--- src/rtl/pwm3_pkg.sv ---
package pwm3_pkg;
  localparam int CNT_W   = 16;   // counter, period and duty width
  localparam int DT_W    = 10;   // dead-time width
  localparam int SW_W    = 8;    // sync-width register width
  localparam int NPH     = 3;    // number of phases
  localparam int AW      = 3;    // register address width
  localparam int DW      = 16;   // write data width
  localparam int MIN_PER = 2;    // smallest stored period

  localparam int A_PERIOD = 0;
  localparam int A_DEAD   = 1;
  localparam int A_SWIDTH = 2;
  localparam int A_DUTY0  = 3;
  localparam int A_MODE   = A_DUTY0 + NPH;

  typedef struct packed {
    logic [CNT_W-1:0]          period;
    logic [DT_W-1:0]           dead;
    logic [SW_W-1:0]           swidth;
    logic [NPH-1:0][CNT_W-1:0] duty;
  } pwm_cfg_t;
endpackage

--- src/rtl/pwm3_regs.sv ---
module pwm3_regs
  import pwm3_pkg::*;
#(
  parameter logic [CNT_W-1:0] PER_RST = 100,
  parameter logic [SW_W-1:0]  SW_RST  = 39
) (
  input  logic             clk,
  input  logic             rst_n,
  input  logic             wr_en,
  input  logic [AW-1:0]    wr_addr,
  input  logic [DW-1:0]    wr_data,
  input  logic             load,
  output pwm_cfg_t         act,
  output logic [CNT_W-1:0] shd_period,
  output logic             dbl
);
  localparam pwm_cfg_t RST_CFG = '{period: PER_RST, dead: '0, swidth: SW_RST, duty: '0};

  pwm_cfg_t shd;

  always_ff @(posedge clk or negedge rst_n) begin
    if (!rst_n) begin
      shd <= RST_CFG;
      act <= RST_CFG;
      dbl <= 1'b0;
    end else begin
      if (wr_en) begin
        if (wr_addr == AW'(A_PERIOD))
          shd.period <= (wr_data < DW'(MIN_PER)) ? CNT_W'(MIN_PER) : wr_data[CNT_W-1:0];
        if (wr_addr == AW'(A_DEAD))
          shd.dead <= wr_data[DT_W-1:0];
        if (wr_addr == AW'(A_SWIDTH))
          shd.swidth <= wr_data[SW_W-1:0];
        for (int i = 0; i < NPH; i++)
          if (wr_addr == AW'(A_DUTY0 + i))
            shd.duty[i] <= wr_data[CNT_W-1:0];
        if (wr_addr == AW'(A_MODE))
          dbl <= wr_data[0];
      end
      if (load)
        act <= shd;
    end
  end

  assign shd_period = shd.period;
endmodule

--- src/rtl/pwm3_timer.sv ---
module pwm3_timer
  import pwm3_pkg::*;
(
  input  logic             clk,
  input  logic             rst_n,
  input  logic             dbl,
  input  logic [CNT_W-1:0] act_period,
  input  logic [CNT_W-1:0] shd_period,
  input  logic [SW_W-1:0]  act_swidth,
  output logic [CNT_W-1:0] cnt,
  output logic             up,
  output logic             run,
  output logic             load,
  output logic             sync_pulse
);
  logic [CNT_W:0]   cnt_inc;
  logic             at_top, at_bot, mid_ld;
  logic [CNT_W-1:0] nxt_cnt;
  logic             nxt_up;
  logic [SW_W-1:0]  scnt;
  logic             sync_q;

  always_comb begin
    cnt_inc = {1'b0, cnt} + 1'b1;
    at_top  = run && up && (cnt_inc >= {1'b0, act_period});
    at_bot  = !up && (cnt <= CNT_W'(1));
    mid_ld  = at_top && dbl;
    load    = at_bot || mid_ld;
    if (at_bot) begin
      nxt_cnt = '0;
      nxt_up  = 1'b1;
    end else if (at_top) begin
      nxt_cnt = mid_ld ? shd_period : act_period;
      nxt_up  = 1'b0;
    end else begin
      nxt_cnt = up ? cnt_inc[CNT_W-1:0] : cnt - 1'b1;
      nxt_up  = up;
    end
  end

  always_ff @(posedge clk or negedge rst_n) begin
    if (!rst_n) begin
      cnt    <= '0;
      up     <= 1'b0;
      run    <= 1'b0;
      scnt   <= '0;
      sync_q <= 1'b0;
    end else begin
      cnt <= nxt_cnt;
      up  <= nxt_up;
      run <= 1'b1;
      if (load) begin
        sync_q <= 1'b1;
        scnt   <= '0;
      end else if (sync_q) begin
        if (scnt == act_swidth) sync_q <= 1'b0;
        else                    scnt   <= scnt + 1'b1;
      end
    end
  end

  assign sync_pulse = sync_q;
endmodule

--- src/rtl/pwm3_phase.sv ---
module pwm3_phase
  import pwm3_pkg::*;
(
  input  logic             run,
  input  logic             up,
  input  logic [CNT_W-1:0] cnt,
  input  logic [CNT_W-1:0] period,
  input  logic [DT_W-1:0]  dead,
  input  logic [CNT_W-1:0] duty,
  output logic             hi,
  output logic             lo
);
  logic [CNT_W-1:0] q, dm, dt, h, rest, l;

  always_comb begin
    q    = up ? cnt : cnt - 1'b1;           // position within the half, 0..P-1
    dm   = (duty > period) ? period : duty;
    dt   = CNT_W'(dead);
    h    = (dm > dt) ? dm - dt : '0;
    rest = period - dm;
    l    = (rest > dt) ? rest - dt : '0;
    hi   = run && (q >= period - h);
    lo   = run && (q < l);
  end
endmodule

--- src/rtl/pwm3_center.sv ---
module pwm3_center
  import pwm3_pkg::*;
#(
  parameter logic [CNT_W-1:0] PER_RST = 100,
  parameter logic [SW_W-1:0]  SW_RST  = 39
) (
  input  logic           clk,
  input  logic           rst_n,
  input  logic           wr_en,
  input  logic [AW-1:0]  wr_addr,
  input  logic [DW-1:0]  wr_data,
  output logic           sync_pulse,
  output logic           half_cycle,
  output logic [NPH-1:0] pwm_hi,
  output logic [NPH-1:0] pwm_lo
);
  pwm_cfg_t         act_cfg;
  logic [CNT_W-1:0] shd_period;
  logic             dbl, load, run, up;
  logic [CNT_W-1:0] cnt;

  pwm3_regs #(.PER_RST(PER_RST), .SW_RST(SW_RST)) u_regs (
    .clk(clk), .rst_n(rst_n), .wr_en(wr_en), .wr_addr(wr_addr), .wr_data(wr_data),
    .load(load), .act(act_cfg), .shd_period(shd_period), .dbl(dbl)
  );

  pwm3_timer u_timer (
    .clk(clk), .rst_n(rst_n), .dbl(dbl),
    .act_period(act_cfg.period), .shd_period(shd_period), .act_swidth(act_cfg.swidth),
    .cnt(cnt), .up(up), .run(run), .load(load), .sync_pulse(sync_pulse)
  );

  for (genvar p = 0; p < NPH; p++) begin : g_ph
    pwm3_phase u_ph (
      .run(run), .up(up), .cnt(cnt),
      .period(act_cfg.period), .dead(act_cfg.dead), .duty(act_cfg.duty[p]),
      .hi(pwm_hi[p]), .lo(pwm_lo[p])
    );
  end

  assign half_cycle = run & ~up;
endmodule

--- config.mk ---
export PLATFORM = sky130hd
export DESIGN_NAME = pwm3_center
export DESIGN_NICKNAME = d
export VERILOG_FILES = /design/src/rtl/pwm3_pkg.sv /design/src/rtl/pwm3_regs.sv /design/src/rtl/pwm3_timer.sv /design/src/rtl/pwm3_phase.sv /design/src/rtl/pwm3_center.sv
export SDC_FILE = /design/constraint.sdc
export NUM_CORES = 1
export LEC_CHECK = 0
export BUFFER_PORTS_ARGS = -buffer_cell sky130_fd_sc_hd__buf_4
export CAP_MARGIN = 15
export CORE_ASPECT_RATIO = 0.5
export CORE_UTILIZATION = 48
export CTS_BUF_LIST = sky130_fd_sc_hd__clkbuf_16
export CTS_CLUSTER_SIZE = 40
export DETAILED_ROUTE_END_ITERATION = 16
export HOLD_SLACK_MARGIN = 0.15
export SLEW_MARGIN = 5
export SYNTH_ARGS = -nofsm -noshare
export SYNTH_HDL_FRONTEND = slang
export SYNTH_SLANG_ARGS = --single-unit
--- constraint.sdc ---
create_clock -name clk -period 21.1 [get_ports clk]
set_input_delay 4.22 -clock clk [delete_from_list [all_inputs] [get_ports clk]]
set_output_delay 4.22 -clock clk [all_outputs]
set_load 0.05 [all_outputs]
# After elaboration in Yosys (flattened, before gate mapping)
# Index checks and enable logic that the tools add are counted.
[op_classes] eq_ne=8 n_mux=23 addsub=15 n_bitwise=2 order_cmp=18 reduce_logical=23
[op_table] cell="$mux W16" n=15
[op_table] cell="$gt A16 B10 Y1" n=6
[op_table] cell="$sub A16 B10 Y16" n=6
[op_table] cell="$sub A16 B16 Y16" n=6
[op_table] cell="$ge A16 B16 Y1" n=3
[op_table] cell="$gt A16 B16 Y1" n=3
[op_table] cell="$lt A16 B16 Y1" n=3
[op_table] cell="$mux W8" n=3
[op_table] cell="$add A16 B1 Y17 const B" n=1
[op_table] cell="$ge A17 B16 Y1" n=1
[op_table] cell="$le A16 B1 Y1 const B" n=1
[op_table] cell="$lt A16 B2 Y1 const B" n=1
[op_table] cell="$reduce_and A2 Y1" n=8
[op_table] cell="$sub A16 B1 Y16 const B" n=1
[op_table] cell="$logic_and A1 B1 Y1" n=10
[op_table] cell="$eq A3 B3 Y1 const B" n=3
[op_table] cell="$add A8 B1 Y8 const B" n=1
[op_table] cell="$eq A8 B8 Y1" n=1
[op_table] cell="$eq A3 B2 Y1 const B" n=2
[op_table] cell="$mux W1" n=5
[op_table] cell="$reduce_bool A2 Y1" n=2
[op_table] cell="$eq A3 B1 Y1 const B" n=1
[op_table] cell="$logic_not A3 Y1" n=1
[op_table] cell="$ne A2 B2 Y1 const B" n=1
[op_table] cell="other kinds (4)" n=4
[totals] wordCells=107 regBits=192

# Depth between registers and ports, before layout
[logic_depth] ltp_word=7 ltp_mapped=43 ltp_nobuf=38

# Modules after synthesis
# Synthesis repeated with hierarchy kept, for this count alone.
[hier_totals] cells_unflattened=2494 hier_area_um2=22112.5
[by_module_without_submodules] module="pwm3_regs" cells_each=383 area_per_inst_um2=6387.4 n_inst=1
[by_module_without_submodules] module="pwm3_phase at g_ph[2].u_ph" cells_each=620 area_per_inst_um2=4389.2 n_inst=1
[by_module_without_submodules] module="pwm3_phase at g_ph[1].u_ph" cells_each=599 area_per_inst_um2=4350.4 n_inst=1
[by_module_without_submodules] module="pwm3_phase at g_ph[0].u_ph" cells_each=590 area_per_inst_um2=4339.2 n_inst=1
[by_module_without_submodules] module="pwm3_timer" cells_each=301 area_per_inst_um2=2632.5 n_inst=1
[by_module_without_submodules] module="pwm3_center" cells_each=1 area_per_inst_um2=13.8 n_inst=1

# Worst setup path before layout
# OpenSTA, ideal clock, no wires.
[synth_path] kind="reg-to-output" startpoint="register, netlist name u_regs.act[77]" endpoint="output port pwm_hi[2]" path_slack_ns=8.661 stages_incl_launch_ff=38 arrival_time_ns=8.219 path_cell_list="dfrtp_1 clkbuf_1 inv_1 ha_1 nand4_1 nor4_1 a21bo_2 a31oi_2 clkbuf_1 buf_2 mux2_2 ha_1 nor2b_1 o2111ai_1 nand4_1 a41oi_1 a41oi_1 or2_2 [2 not listed] nand2_1 ha_1 a21o_1 a21oi_1 o21bai_1 a211o_1 a31o_2 o41ai_1 o21bai_1 a21oi_1 xor2_1 ha_1 o21a_1 o21a_1 o21ai_0 nor2_1 a21o_1 buf_4"
[synth_between] elab_chain_cells=7 elab_cells_between_ends=8
[synth_rtl] item="$gt A16 B16 Y1" line_no="pwm3_phase.sv:17" text="dm = (duty > period) ? period : duty;"
[synth_rtl] item="$mux W16" line_no="pwm3_phase.sv:17"
[synth_rtl] item="$sub A16 B10 Y16 / $gt A16 B10 Y1 (equally long branches)" line_no="pwm3_phase.sv:19" text="h = (dm > dt) ? dm - dt : '0;"
[synth_rtl] item="$mux W16" line_no="pwm3_phase.sv:19"
[synth_rtl] item="$sub A16 B16 Y16 (*)" line_no="pwm3_phase.sv:22" text="hi = run && (q >= period - h);"
[synth_rtl] item="$ge A16 B16 Y1 (*)" line_no="pwm3_phase.sv:22"
[synth_rtl] item="$logic_and A1 B1 Y1 (*)" line_no="pwm3_phase.sv:22"
[synth_rtl] item="end, declared" line_no="pwm3_center.sv:14" text="output logic [NPH-1:0] pwm_hi,"
# Every way passes the cells marked *; elsewhere a longest branch is shown, timed or not.

# Final worst setup path
[layout_path] startpoint="register, netlist name u_regs.act[81]" endpoint="output port pwm_hi[0]"
[layout_between] elab_chain_cells=7 elab_cells_between_ends=8
[layout_rtl] item="$gt A16 B16 Y1" line_no="pwm3_phase.sv:17"
[layout_rtl] item="$mux W16" line_no="pwm3_phase.sv:17"
[layout_rtl] item="$sub A16 B10 Y16 / $gt A16 B10 Y1 (equally long branches)" line_no="pwm3_phase.sv:19"
[layout_rtl] item="$mux W16" line_no="pwm3_phase.sv:19"
[layout_rtl] item="$sub A16 B16 Y16 (*)" line_no="pwm3_phase.sv:22"
[layout_rtl] item="$ge A16 B16 Y1 (*)" line_no="pwm3_phase.sv:22"
[layout_rtl] item="$logic_and A1 B1 Y1 (*)" line_no="pwm3_phase.sv:22"
# Marks and branches as above.

==> Flow_metrics.wiki <==
{| class="wikitable"
! Metric !! Value
|-
| Detailed Route WL || roughly 66 mm
|-
| Pre-CTS worst setup slack || 7.22 ns
|-
| Cell type group with the largest total delay on the critical path || compound AO/OA/AOI/OAI gates
|-
| Total congestion overflow || 0
|-
| Run status || finished, final reports clean
|-
| Highest clock rate || ~69 MHz
|-
| Post-detail-place hpwl || between 50 and 60 mm
|-
| Final estimated routing congestion in global placement || 0.979
|-
| Most common cell after layout, fill and taps aside || ha_1
|-
| Number of post-CTS setup repair buffers || 0
|-
| Synthesized instance count || 2274
|-
| Max Cap Viol || 0
|-
| TritonCTS Buffers || 17
|-
| Total placed cells including tap cells || around 2800
|-
| Wire length of the first global-routing pass || 99.5 mm
|-
| Hold WC Path Type || reg2reg
|-
| EDFF count, synth || 0
|-
| Num Clock Sinks || 192
|-
| Total negative slack for setup checks || 0 ns
|-
| Final-report max-slew violation count || 0
|-
| Worst rel slew slack || 28.0%
|-
| Number of endpoints with negative hold slack in the final report || 0
|-
| Slowest stage cell, crit path || nor2_1
|-
| Count of vias placed by the detailed router || 17600
|-
| Asr flop ratio synth || 100%
|-
| Final nets || between 2000 and 3000
|-
| Setup repair after global routing missed its margin || no
|-
| Prevailing post-synth register cell || dfrtp_1
|-
| Floorplan die area || around 0.044 mm2
|-
| Transition time of the tightest slew-check pin || about 1.1 ns
|-
| Post-synthesis sequential area ratio || roughly a quarter
|-
| Count of hold buffers inserted by post-cts repair || 0
|-
| H-tree depth reported by CTS || 4
|-
| Count of endpoints failing setup in the final report || 0
|-
| Endpoint kind of the worst setup timing path || primary output
|-
| Hold path cells || 1
|-
| Number of warning messages in the yosys log || 0
|-
| Placeable core area || 0.0420 mm2
|-
| Number of non-filler instances in the completed layout || 2874
|-
| Count of instances resized after the clock tree is built || 0
|-
| Endpoint of the most critical register-to-register path || u_regs.act[73]
|-
| Via count of the first global-routing pass || about 16000
|-
| Worst path depth || 39
|-
| Leading cell types in the layout, fill and taps excluded || ha_1, dfrtp_1, mux2_2
|-
| Largest net degree at the start of global routing || 122
|-
| Placement Rows || 53
|-
| Number of buffers on the longest clock path || 2
|-
| Final critical-path share of the clock period || between 60% and 70%
|-
| Count of buffering cells on the critical path with inverters included || 5
|-
| WS Path Type || reg2out
|-
| Hold path startpoint || u_regs.shd[20]
|-
| Post-CTS clock slew at the launch and capture registers of the worst setup and hold paths || about 0.070 ns
|-
| Count of pins on the block boundary || 30
|-
| Buffer type at the clock tree root || clkbuf_16
|-
| Wire length per cell after detailed routing || ~23 um
|-
| Worst Setup Slack, final || approximately 6.6 ns
|-
| Remaining routing DRC violations || 0
|-
| R2R Path Start || u_timer.cnt[0]
|-
| Mapped Area || 0.0205 mm2
|-
| Die outline height || 148 um
|-
| Min Tclk post-route || around 14 ns
|-
| Maximum fanout encountered on the critical timing path || 23
|-
| Antenna violations before repair || 2
|-
| Starting density of the core || between 40 and 50%
|-
| Final cell utilization of the core || 52.2%
|-
| Number of search-and-repair iterations in the first detailed-routing pass || 5
|-
| Post-Syn Area per Cell || between 9 and 10 um2
|-
| Register bit total from synthesis || 192
|-
| Worst-Skew Late Latency || approximately 0.45 ns
|-
| Antenna diodes || 0
|-
| Final setup skew || 0.0192 ns
|-
| CP max stage delay || 0.71 ns
|-
| Antenna-violating nets left || 0
|-
| Clock tree from TritonCTS || done
|-
| Endpoint required time on the critical path || between 15 and 20 ns
|-
| DIE WIDTH || between 200 and 300 um
|-
| Reg2reg setup slack || 15.51 ns
|-
| CP arrival || 10.28 ns
|-
| WHS Endpoint || u_regs.act[20]
|-
| R2r worst-path depth || 17
|-
| Total nets after synthesis || 2621
|-
| CP startpoint kind || register
|-
| Number of design-rule violations left by the first detailed-router iteration || 1542
|-
| Count of input and output buffers || 29
|-
| Layout cell share with drive strength beyond 1 || 13.8%
|-
| Distinct cells, synth || 84
|-
| Synth-to-layout area growth || 6.96%
|-
| Detailed-route vias per instance || 6.11
|-
| Total Routing Usage GR || roughly 30%
|}
per-stage QoR:
| step | cell area [um2] | hold slack [ns] |
|---|---|---|
| after global placement | 21400 | 0.482 |
| after CTS | 21900 | 0.504 |
| after global routing | 21900 | 0.513 |
| after detailed placement | 21400 | 0.488 |
| after floorplan | 20500 | 0.474 |
| final | 21900 | 0.501 |
worst max-delay path by stage:
| stage | slack [ns] | from | end |
|---|---|---|---|
| finish | 6.60 | u_regs.act[81] | pwm_hi[0] |
| global route | 5.73 | u_regs.act[81] | pwm_hi[0] |
| floorplan | 8.66 | u_regs.act[77] | pwm_hi[2] |
| CTS | 6.72 | u_regs.act[81] | pwm_hi[0] |
| detailed placement | 7.22 | u_regs.act[81] | pwm_hi[0] |
| global placement | 7.37 | u_regs.act[81] | pwm_hi[0] |
state kept, by name, indices dropped and copies added, names as in the netlist, 8 cells and up:
name and flops:
u_regs.act 82, u_regs.shd 66, u_regs.shd_period 16, u_timer.cnt 16
u_timer.scnt 8
cells in the mapped netlist, drive strengths merged (10+ instances only):
master | n | area (um2)
a21oi | 141 | 706
nand2b | 41 | 257
nand4 | 46 | 288
dfstp | 14 | 368
ha | 313 | 3920
or2 | 14 | 87.6
nand2 | 162 | 608
mux2 | 177 | 1990
a21boi | 10 | 75.1
xor2 | 83 | 727
nor2b | 41 | 257
nor2 | 140 | 526
a21o | 87 | 653
nand3 | 46 | 235
and3 | 19 | 119
inv | 121 | 454
nor4 | 18 | 119
o31ai | 18 | 140
or3 | 12 | 80.1
fa | 12 | 240
buf | 31 | 220
nor3 | 45 | 236
dfrtp | 178 | 4450
a31oi | 13 | 87.6
or4 | 10 | 75.1
nand3b | 11 | 82.6
o21ai | 95 | 475
o21bai | 17 | 128
xnor2 | 112 | 981
mux2i | 32 | 320
clkbuf | 36 | 135
a211oi | 31 | 238
o21a | 28 | 210
metal layers:
metal | vias up | wire length, um | global-route usage, %
met1 | 8631 | 32600 | 45.8
met2 | 543 | 27900 | 46.4
met5 | - | 0 | 0
met4 | 0 | 1300 | 6.61
li1 | 8309 | - | -
met3 | 67 | 4100 | 3.06
logic make-up after synthesis:
kind of cell,synth area share [%]
AOI/OAI and AO/OA,16.7
adders and majority gates,20.3
muxes,11.3
and+or+nand+nor,15.9
xor gates and xnor gates,8.32
other,0.0183
DFF,23.5
buffers and inverters,3.95
final cells by class:
cell class,instances,area [um2]
Multi-Input combinational cell,1894,14900
Sequential cell,192,4820
Fill cell,4041,20100
Clock inverter,15,134
Inverter,121,454
Timing Repair Buffer,58,454
Tap cell,577,722
Clock buffer,17,425
Power is left out: the tool's default activity adds up to more than one toggle a clock period on the data nets, which glitch-free logic cannot reach.
